## src/rtl/wcal_pkg.sv

```systemverilog
package wcal_pkg;
  typedef enum logic [2:0] {
    ST_IDLE,
    ST_SELECT,
    ST_SETTLE,
    ST_SAMPLE,
    ST_STEP,
    ST_STORE,
    ST_RDCAL,
    ST_DONE
  } wcal_state_e;
endpackage

```

## src/rtl/wcal_settle_timer.sv

```systemverilog
module wcal_settle_timer #(
  parameter int SETTLE_W = 8
) (
  input  logic                clk_i,
  input  logic                rst_ni,
  input  logic                clear_i,
  input  logic [SETTLE_W-1:0] limit_i,
  output logic                expired_o
);
  logic [SETTLE_W-1:0] cnt_q;

  assign expired_o = (cnt_q == limit_i);

  always_ff @(posedge clk_i or negedge rst_ni) begin
    if (!rst_ni)            cnt_q <= '0;
    else if (clear_i)       cnt_q <= '0;
    else if (!expired_o)    cnt_q <= cnt_q + SETTLE_W'(1);
  end
endmodule

```

## src/rtl/wcal_sweep_track.sv

```systemverilog
module wcal_sweep_track #(
  parameter int TAP_W   = 6,
  parameter int MAX_TAP = 63,
  localparam int MRG_W  = TAP_W + 1
) (
  input  logic             clk_i,
  input  logic             rst_ni,
  input  logic             clear_i,
  input  logic             sample_i,
  input  logic             pass_i,
  input  logic [TAP_W-1:0] tap_i,
  output logic             end_o,
  output logic [TAP_W-1:0] final_o,
  output logic [MRG_W-1:0] margin_o,
  output logic             err_o
);
  logic             prev_pass_q;
  logic [TAP_W-1:0] final_q;
  logic [MRG_W-1:0] margin_q;
  logic             edge_hit, at_top;

  assign edge_hit = (tap_i != '0) && (pass_i != prev_pass_q);
  assign at_top   = (tap_i == TAP_W'(MAX_TAP));
  assign end_o    = sample_i && (edge_hit || at_top);
  assign final_o  = final_q;
  assign margin_o = margin_q;
  assign err_o    = (margin_q == '0);

  always_ff @(posedge clk_i or negedge rst_ni) begin
    if (!rst_ni) begin
      prev_pass_q <= 1'b0;
      final_q     <= '0;
      margin_q    <= '0;
    end else if (clear_i) begin
      prev_pass_q <= 1'b0;
      final_q     <= '0;
      margin_q    <= '0;
    end else if (sample_i) begin
      prev_pass_q <= pass_i;
      margin_q    <= margin_q + {{(MRG_W-1){1'b0}}, pass_i};
      if (edge_hit)    final_q <= prev_pass_q ? (tap_i - TAP_W'(1)) : tap_i;
      else if (at_top) final_q <= TAP_W'(MAX_TAP);
    end
  end
endmodule

```

## src/rtl/wcal_result_rf.sv

```systemverilog
module wcal_result_rf #(
  parameter int NUM_LANES = 4,
  parameter int TAP_W     = 6,
  localparam int LANE_W   = (NUM_LANES > 1) ? $clog2(NUM_LANES) : 1,
  localparam int MRG_W    = TAP_W + 1
) (
  input  logic              clk_i,
  input  logic              rst_ni,
  input  logic              we_i,
  input  logic [LANE_W-1:0] wr_lane_i,
  input  logic [TAP_W-1:0]  wr_final_i,
  input  logic [MRG_W-1:0]  wr_margin_i,
  input  logic              wr_err_i,
  input  logic [LANE_W-1:0] rd_lane_i,
  output logic [TAP_W-1:0]  rd_final_o,
  output logic [MRG_W-1:0]  rd_margin_o,
  output logic              rd_err_o
);
  logic [TAP_W-1:0] final_q  [NUM_LANES];
  logic [MRG_W-1:0] margin_q [NUM_LANES];
  logic             err_q    [NUM_LANES];

  for (genvar g = 0; g < NUM_LANES; g++) begin : g_lane
    always_ff @(posedge clk_i or negedge rst_ni) begin
      if (!rst_ni) begin
        final_q[g]  <= '0;
        margin_q[g] <= '0;
        err_q[g]    <= 1'b0;
      end else if (we_i && (wr_lane_i == LANE_W'(g))) begin
        final_q[g]  <= wr_final_i;
        margin_q[g] <= wr_margin_i;
        err_q[g]    <= wr_err_i;
      end
    end
  end

  always_comb begin
    rd_final_o  = '0;
    rd_margin_o = '0;
    rd_err_o    = 1'b0;
    for (int i = 0; i < NUM_LANES; i++) begin
      if (rd_lane_i == LANE_W'(i)) begin
        rd_final_o  = final_q[i];
        rd_margin_o = margin_q[i];
        rd_err_o    = err_q[i];
      end
    end
  end
endmodule

```

## src/rtl/wr_lane_cal.sv

```systemverilog
module wr_lane_cal
  import wcal_pkg::*;
#(
  parameter int NUM_LANES = 4,
  parameter int MAX_TAP   = 63,
  parameter int REF_TAP   = 32,
  parameter int SETTLE_W  = 8,
  localparam int LANE_W   = (NUM_LANES > 1) ? $clog2(NUM_LANES) : 1,
  localparam int TAP_W    = $clog2(MAX_TAP + 1),
  localparam int MRG_W    = TAP_W + 1
) (
  input  logic                clk_i,
  input  logic                rst_ni,
  input  logic                start_i,
  input  logic [SETTLE_W-1:0] settle_cycles_i,
  output logic [LANE_W-1:0]   lane_sel_o,
  output logic                lane_en_o,
  output logic [TAP_W-1:0]    ref_tap_o,
  output logic                tap_rst_o,
  output logic                tap_inc_o,
  input  logic                cmp_valid_i,
  input  logic                cmp_pass_i,
  output logic                rdcal_req_o,
  input  logic                rdcal_ack_i,
  output logic                busy_o,
  output logic                done_o,
  input  logic [LANE_W-1:0]   rd_lane_i,
  output logic [TAP_W-1:0]    rd_final_tap_o,
  output logic [MRG_W-1:0]    rd_margin_o,
  output logic                rd_err_o
);
  wcal_state_e       state_q, state_d;
  logic [LANE_W-1:0] lane_q;
  logic [TAP_W-1:0]  tap_q;
  logic              settle_done, sample, sweep_end, store;
  logic [TAP_W-1:0]  trk_final;
  logic [MRG_W-1:0]  trk_margin;
  logic              trk_err;
  logic              last_lane;

  assign last_lane = (lane_q == LANE_W'(NUM_LANES - 1));
  assign sample    = (state_q == ST_SAMPLE) && cmp_valid_i;
  assign store     = (state_q == ST_STORE);

  always_comb begin
    state_d = state_q;
    unique case (state_q)
      ST_IDLE:   if (start_i) state_d = ST_SELECT;
      ST_SELECT: state_d = ST_SETTLE;
      ST_SETTLE: if (settle_done) state_d = ST_SAMPLE;
      ST_SAMPLE: if (sample) state_d = sweep_end ? ST_STORE : ST_STEP;
      ST_STEP:   state_d = ST_SETTLE;
      ST_STORE:  state_d = last_lane ? ST_RDCAL : ST_SELECT;
      ST_RDCAL:  if (rdcal_ack_i) state_d = ST_DONE;
      ST_DONE:   state_d = ST_IDLE;
      default:   state_d = ST_IDLE;
    endcase
  end

  always_ff @(posedge clk_i or negedge rst_ni) begin
    if (!rst_ni) begin
      state_q <= ST_IDLE;
      lane_q  <= '0;
      tap_q   <= '0;
    end else begin
      state_q <= state_d;
      if (state_q == ST_IDLE && start_i) lane_q <= '0;
      else if (store && !last_lane)      lane_q <= lane_q + LANE_W'(1);
      if (state_q == ST_SELECT)          tap_q <= '0;
      else if (state_q == ST_STEP && tap_q != TAP_W'(MAX_TAP)) tap_q <= tap_q + TAP_W'(1);
    end
  end

  wcal_settle_timer #(.SETTLE_W(SETTLE_W)) i_settle (
    .clk_i     (clk_i),
    .rst_ni    (rst_ni),
    .clear_i   (tap_rst_o | tap_inc_o),
    .limit_i   (settle_cycles_i),
    .expired_o (settle_done)
  );

  wcal_sweep_track #(.TAP_W(TAP_W), .MAX_TAP(MAX_TAP)) i_track (
    .clk_i    (clk_i),
    .rst_ni   (rst_ni),
    .clear_i  (tap_rst_o),
    .sample_i (sample),
    .pass_i   (cmp_pass_i),
    .tap_i    (tap_q),
    .end_o    (sweep_end),
    .final_o  (trk_final),
    .margin_o (trk_margin),
    .err_o    (trk_err)
  );

  wcal_result_rf #(.NUM_LANES(NUM_LANES), .TAP_W(TAP_W)) i_rf (
    .clk_i       (clk_i),
    .rst_ni      (rst_ni),
    .we_i        (store),
    .wr_lane_i   (lane_q),
    .wr_final_i  (trk_final),
    .wr_margin_i (trk_margin),
    .wr_err_i    (trk_err),
    .rd_lane_i   (rd_lane_i),
    .rd_final_o  (rd_final_tap_o),
    .rd_margin_o (rd_margin_o),
    .rd_err_o    (rd_err_o)
  );

  assign lane_sel_o  = lane_q;
  assign lane_en_o   = (state_q == ST_SELECT) || (state_q == ST_SETTLE) ||
                       (state_q == ST_SAMPLE) || (state_q == ST_STEP) || store;
  assign ref_tap_o   = TAP_W'(REF_TAP);
  assign tap_rst_o   = (state_q == ST_SELECT);
  assign tap_inc_o   = (state_q == ST_STEP);
  assign rdcal_req_o = (state_q == ST_RDCAL);
  assign busy_o      = (state_q != ST_IDLE);
  assign done_o      = (state_q == ST_DONE);
endmodule

```

## config.mk

```make
export PLATFORM = sky130hd
export DESIGN_NAME = wr_lane_cal
export DESIGN_NICKNAME = d
export VERILOG_FILES = /design/src/rtl/wcal_pkg.sv /design/src/rtl/wcal_settle_timer.sv /design/src/rtl/wcal_sweep_track.sv /design/src/rtl/wcal_result_rf.sv /design/src/rtl/wr_lane_cal.sv
export SDC_FILE = /design/constraint.sdc
export NUM_CORES = 1
export LEC_CHECK = 0
export ABC_AREA = 0
export ABC_CLOCK_PERIOD_IN_PS = 1700
export BUFFER_PORTS_ARGS = -buffer_cell sky130_fd_sc_hd__buf_2
export CAP_MARGIN = 25
export CORE_AREA = 3 3 96 98
export DETAILED_ROUTE_END_ITERATION = 7
export DIE_AREA = 0 0 99 101
export GPL_TIMING_DRIVEN = 0
export PLACE_DENSITY = 0.78
export SETUP_SLACK_MARGIN = 0.3
export SLEW_MARGIN = 40
export SYNTH_ARGS = -nofsm -noshare
export SYNTH_HDL_FRONTEND = slang
export SYNTH_SLANG_ARGS = --single-unit
```

## constraint.sdc

```tcl
create_clock -name clk_i -period 1.7 [get_ports clk_i]
set_input_delay 0.17 -clock clk_i [delete_from_list [all_inputs] [get_ports clk_i]]
set_output_delay 0.17 -clock clk_i [all_outputs]
set_load 0.03 [all_outputs]
```

==> flow_summary.json, run 1 <==
{
  "status": "completed",
  "placed_cells": 537,
  "seq_power_share": 0.357,
  "layout.cells.non_filler": 620,
  "grt-ovfl-total": 0,
  "final_common_cell": "dfrtp_1",
  "synthTopCellsByArea": "dfrtp_1 48%, mux2_2 13%, mux4_2 6.8%, nand2_1 2.8%, ha_1 2.7%",
  "syn_area_mm2": 0.00461,
  "ys_seq_area_frac": 0.483,
  "p_int_mw": 5.30,
  "clockBufferDepth": 2,
  "met3RoutedLength_um": 453,
  "vias": 3500,
  "cp-start-kind": "flop",
  "pwr-share-comb": 0.482,
  "critPathArrivalTime_ps": 1950,
  "dp_hpwl_um": 6430,
  "synthFlopType": "dfrtp_1",
  "ys_ff_latch": 89,
  "syn2layout_area_growth_pct": 44.4,
  "grt_pass1_vias": 3575,
  "die_w_um": 99,
  "final_nets": 534,
  "rsz0062_at_grt": "yes",
  "path_class": "reg -> reg",
  "antenna_found_initial": 0,
  "cts_tree": "yes",
  "post-route-period-util": 0.996,
  "avgViaCountPerCell": 5.65,
  "async_reset_ff_frac": 1.00,
  "drt-met1-wl_um": 4800,
  "final.setup.worst_slack_ps": 5.99,
  "hold_class": "in -> reg",
  "io_pins": 44,
  "yosysWarnings": 0,
  "clk_pin_slew_ps": 90,
  "critPathMostFrequentCell": "buf_6",
  "crit_family": "buffers and inverters",
  "power.leakage_nw": 3.27,
  "p_per_area_mw_per_mm2": 1280,
  "synth_edf_count": 0,
  "peakVddDrop_mv": 0.891,
  "clock_skew_ps": 10.0,
  "place_worst_setup_slack_ps": -18.7,
  "yosysTopAreaCell": "dfrtp_1",
  "cts_buffers": 9,
  "drt_first_pass_iters": 4,
  "final_cell_mix": "79 x dfrtp_1, 52 x buf_6, 45 x buf_4",
  "final_core_util": 0.779,
  "slew_headroom": 0.648,
  "crit_chain": "buf_6 > and3b_1 > buf_6 > nand2_4 > clkbuf_16 > mux2_2",
  "grt_max_degree": 55,
  "power_frac_clock": 0.161,
  "ant_nets": 0,
  "synthCells": 388,
  "cap_violations": 0,
  "sw_frac_of_total": 0.379,
  "synth_cell_type_count": 53,
  "crit_path_top_delay_cell": "dfrtp_2",
  "core-area_mm2": 0.00855,
  "cts_sinks": 89,
  "hold_viol_final": 0,
  "slowest_delay_ps": 440,
  "setup_violations": 0,
  "drv_slew": 0,
  "die_y_um": 101,
  "dr_wl_met2_um": 6640,
  "dieArea_mm2": 0.0100,
  "drt-total-wl_um": 12200,
  "syn_avg_cell_area_um2": 11.9,
  "initial_core_util": 0.540,
  "cts_root_buf": "clkbuf_8",
  "htreeDepth": 3,
  "gp_congestion": 0.838,
  "grt_pass1_wl_um": 17300,
  "numPortBuffers": 36,
  "row_count": 34,
  "netlist.area_leader.share": 0.483,
  "drt_iter0_drc": 95,
  "grt_usage": 0.219,
  "timing.final.crit_period_ps": 1690,
  "highest_layer": "met4",
  "p_sw_mw": 3.23,
  "routedWlPerCell_um": 19.7,
  "cp_max_fo": 7,
  "clk_latency_ps": 370,
  "critPathRequiredTime_ps": 1950,
  "worst-path-buf-inv": 3,
  "worst_slew_pin_slew_ps": 523,
  "drive_above_1_share": 0.588,
  "antenna_cells": 0,
  "endpoint_kind": "flop",
  "fmax_mhz": 590,
  "drc": 0
}
-- power by group through the flow --
stage / logic [mW] / clock network (mW) / registers (mW)
2_1_floorplan: 1.88 / 0 / 2.97
3_3_place_gp: 2.34 / 0 / 3.04
3_5_place_dp: 2.43 / 0 / 3.07
4_1_cts: 3.46 / 1.37 / 2.97
5_1_grt: 4.36 / 1.48 / 3.11
6_report: 4.11 / 1.37 / 3.05
-- timing repair --
action                     CTS  global route
setup endpoints to repair   79           107
hold buffers                 2             0
cloned                       1             3
pin swaps                   16            27
resized for setup          102            87
buffers inserted            47            15
hold endpoints to repair    36             0
-- worst min-delay path: cells and delay by family --
kind                   cells  cell delay (ps)
and+or+nand+nor            1               80
AOI/OAI and AO/OA          1               50
buffers and inverters      1              150
-- synthesized netlist by cell type (all sizes together) (2+ instances only) --
master  number
nand2       39
nor4         4
and4         3
nor3         9
conb         2
mux4        14
inv          8
nor2        17
mux2i        8
o211ai       2
o21ai       12
nand3        8
clkbuf       3
a2111o       3
and3         6
xor2         7
and4b        2
mux2        52
a21oi       24
dfrtp       89
or3          4
and3b        2
ha          10
xnor2       12
or2          2
nand4        4
buf         28
a21o         3
-- layout make-up --
class                           count  area [um^2]
Timing Repair Buffer              105         1060
Clock inverter                      5         40.0
Buffer                             31          322
Sequential cell                    89         2240
Tap cell                          108          135
Fill cell                         459         1890
Clock buffer                       10          138
Multi-Input combinational cell    264         2700
Inverter                            8         30.0
-- metrics by stage --
| step | hold WS [ps] | total power [mW] | instance area [um^2] | TNS [ps] |
|---|---|---|---|---|
| CTS | 112 | 7.80 | 6080 | 0 |
| detailed placement | 94.7 | 5.50 | 5110 | -33.8 |
| global placement | 381 | 5.37 | 5080 | -25460 |
| global route | 122 | 8.95 | 6660 | -210 |
| finish | 116 | 8.53 | 6660 | 0 |
| floorplan | -126 | 4.85 | 4770 | 0 |
-- per-layer routing --
metal	global-route usage	vias up
li1	-	1612
met1	0.255	1775
met2	0.398	86
met3	0.0498	27
met4	0.0683	0
met5	0	-
-- flip-flops by register name (all words and copies together), names as in the netlist --
signal and count:
state_q 3, i_track.final_o 6, i_rf.margin_q 28, i_rf.err_q 4, tap_q 6, i_track.prev_pass_q 1
lane_sel_o 2, i_track.margin_o 7, i_settle.cnt_q 8, i_rf.final_q 24
-- worst paths after layout --
path,to,cells after the start,from,slack [ps]
min in group asynchronous,i_rf.margin_q[16],2,rst_ni,260
worst max-delay path,i_rf.margin_q[7],6,state_q[0],6
worst min register to register,i_rf.final_q[9],1,i_rf.final_q[9],510
max in group asynchronous,i_track.final_o[3],3,rst_ni,860
worst min-delay path,i_track.prev_pass_q,3,cmp_pass_i,120
worst max register to register,i_rf.margin_q[7],6,state_q[0],6
-- logic make-up after synthesis --
logic type	after synthesis	synth area share
and+or+nand+nor	105	0.123
muxes	74	0.213
buffers and inverters	39	0.0480
xor gates and xnor gates	19	0.0361
AOI/OAI and AO/OA	50	0.0691
other	2	0.00163
DFF	89	0.483
adders and majority gates	10	0.0271
Power figures use the tool's default switching activity.
==> run 2: changes to the inputs <==
--- a/config.mk
+++ b/config.mk
@@ -5,7 +5,7 @@
 export SDC_FILE = /design/constraint.sdc
 export NUM_CORES = 1
 export LEC_CHECK = 0
-export ABC_AREA = 0
+export ABC_AREA = 1
 export ABC_CLOCK_PERIOD_IN_PS = 1700
 export BUFFER_PORTS_ARGS = -buffer_cell sky130_fd_sc_hd__buf_2
 export CAP_MARGIN = 25
@@ -13,7 +13,7 @@
 export DETAILED_ROUTE_END_ITERATION = 7
 export DIE_AREA = 0 0 99 101
 export GPL_TIMING_DRIVEN = 0
-export PLACE_DENSITY = 0.78
+export PLACE_DENSITY = 0.77
 export SETUP_SLACK_MARGIN = 0.3
 export SLEW_MARGIN = 40
 export SYNTH_ARGS = -nofsm -noshare
==> run 2 against run 1 <==
  * Combinational power shrank 11%
  * Fmax is 7.9% higher
  * Clock skew increased by 2.8 ps
  * Critical path type is now reg -> out
  * Via count increased by 23%
  * Wire length up 8.7%
  * Sequential share of layout area is 2.0 points higher
  * Hold slack improved by 2.0 ps
  * Setup slack better by 120 ps
==> flow_summary.json, run 2 <==
{
  "status": "completed",
  "cts_sinks": 89,
  "initial_core_util": 0.535,
  "drc": 0,
  "row_count": 34,
  "syn_area_mm2": 0.00457,
  "peakVddDrop_mv": 0.815,
  "timing.final.crit_period_ps": 1570,
  "syn_avg_cell_area_um2": 8.35,
  "io_pins": 44,
  "ys_ff_latch": 89,
  "clockBufferDepth": 2,
  "reg.largest.list": "i_rf.margin_q: 28 flops, i_rf.final_q: 24 flops, i_settle.cnt_q: 8 flops",
  "synth_common_cells": "144 x nand2_1, 89 x dfrtp_1, 56 x o21ai_0, 50 x inv_1, 33 x nor2_1",
  "gp_congestion": 0.875,
  "drv_slew": 0,
  "yosys.cell_count.top_type": "nand2_1",
  "final_cell_mix": "122 x nand2_1, 81 x dfrtp_1, 52 x buf_4",
  "hold_viol_final": 0,
  "cts_buffers": 9,
  "antenna_found_initial": 0,
  "grt_pass1_vias": 3934,
  "critPathRequiredTime_ps": 1530,
  "hold_class": "in -> reg",
  "die_w_um": 99,
  "p_total_mw": 8.09,
  "power.leakage_nw": 2.93,
  "yosysTopAreaCell": "dfrtp_1",
  "dp_hpwl_um": 7360,
  "cts_tree": "yes",
  "syn2layout_area_growth_pct": 37.2,
  "synth_cell_type_count": 38,
  "core-area_mm2": 0.00855,
  "cap_violations": 0,
  "synthTopCellsByArea": "dfrtp_1 49%, nand2_1 12%, o21ai_0 6.1%, inv_1 4.1%, nand3_1 2.8%",
  "post-route-period-util": 0.923,
  "fmax_mhz": 637,
  "numPortBuffers": 36,
  "grt-ovfl-total": 0,
  "p_per_area_mw_per_mm2": 1290,
  "netlist.area_leader.share": 0.487,
  "setup_violations": 0,
  "critPathArrivalTime_ps": 1400,
  "drive_above_1_share": 0.392,
  "clk_pin_slew_ps": 100,
  "endpoint_kind": "output port",
  "place_worst_setup_slack_ps": -34.3,
  "cts_root_buf": "clkbuf_8",
  "grt_pass1_wl_um": 18500,
  "final_common_cell": "nand2_1",
  "antenna_cells": 0,
  "synth_edf_count": 0,
  "path_class": "reg -> out",
  "cp-start-kind": "flop",
  "avgViaCountPerCell": 5.59,
  "clk_latency_ps": 370,
  "grt_usage": 0.231,
  "grt_max_degree": 64,
  "rsz0062_at_grt": "yes",
  "drt_iter0_drc": 275,
  "regMostFlops": "i_rf.margin_q",
  "largest_reg_flops": 28,
  "synthFlopType": "dfrtp_1",
  "drt_first_pass_iters": 5,
  "clock_skew_ps": 12.8,
  "die_y_um": 101,
  "dieArea_mm2": 0.0100,
  "ant_nets": 0,
  "yosysWarnings": 0,
  "cp_max_fo": 6,
  "vias": 4296,
  "ys_seq_area_frac": 0.487,
  "async_reset_ff_frac": 1.00,
  "final_nets": 681,
  "holdWs_ps": 118,
  "drt-total-wl_um": 13300,
  "routedWlPerCell_um": 17.3,
  "htreeDepth": 3,
  "synthCells": 548,
  "final.setup.worst_slack_ps": 131
}
[run 2: changes by cell type after synthesis, sizes merged, moves of 8 or more]
cell,change
nand2,+115
o21ai,+69
mux2,-52
inv,+47
nand3,+21
nor2,+21
mux4,-14
nand4,+13
mux2i,-8
[run 2: power breakdown]
part           internal [mW]  switching, mW  leakage [nW]
registers               2.57          0.402          1.20
logic                   1.51           2.12          1.63
clock network          0.581          0.898         0.101
total                   4.67           3.42          2.93
[run 2: final cells by class]
| class | count | area, um^2 |
|---|---|---|
| multi-input combinational | 383 | 2420 |
| fill | 552 | 2270 |
| sequential | 89 | 2240 |
| timing repair buffer | 91 | 787 |
| inverter | 57 | 249 |
| buffer | 23 | 248 |
| tap | 108 | 135 |
| clock buffer | 9 | 124 |
| clock inverter | 7 | 68.8 |
| timing repair inverter | 1 | 7.51 |
[run 2: kinds of logic after synthesis]
logic type | Yosys count | share of synthesized area
AOI/OAI and AO/OA | 110 | 0.131
xor gates and xnor gates | 8 | 0.0153
adders and majority gates | 10 | 0.0274
buffers and inverters | 80 | 0.0908
DFF | 89 | 0.487
other | 2 | 0.00164
and+or+nand+nor | 249 | 0.247
[run 2: worst paths after layout]
kind,startpoint,to,slack [ps],cells past startpoint
setup / recovery,state_q[1],lane_en_o,130,5
hold / removal,cmp_pass_i,i_track.prev_pass_q,120,3
setup reg to reg,state_q[1],tap_q[0],160,8
hold reg to reg,i_rf.margin_q[10],i_rf.margin_q[10],500,2
max in group asynchronous,rst_ni,i_track.margin_o[2],870,3
min in group asynchronous,rst_ni,i_rf.final_q[1],230,2
[run 2: what timing repair did]
item / 4_1_cts / 5_1_grt
setup endpoints to repair: 73 / 92
resized for setup: 85 / 120
pin swaps: 22 / 33
setup buffers: 29 / 20
hold endpoints to repair: 45 / 0
gates cloned: 0 / 4
hold buffers: 2 / 0
[run 2: layer usage]
layer	global-route usage	routed length, um	up-vias	part of all wire
li1	-	-	2012	-
met1	0.297	5230	2069	0.39
met2	0.384	6820	183	0.51
met3	0.0408	811	32	0.061
met4	0.101	409	0	0.031
met5	0	0	-	0
[run 2: critical path: stages (launching register included)]
cell     delay, ps
dfrtp_2        510
nor2_4         170
nand2_2        100
inv_2           70
nor2_2          40
buf_6          130
[run 2: metrics by stage]
step	instances	util	instance area (um^2)	setup TNS [ps]
detailed placement	697	0.580	4960	-39.4
global route	768	0.734	6280	0
CTS	744	0.662	5660	0
global placement	696	0.576	4920	-30510
finish	768	0.734	6280	0
floorplan	552	-	4610	0
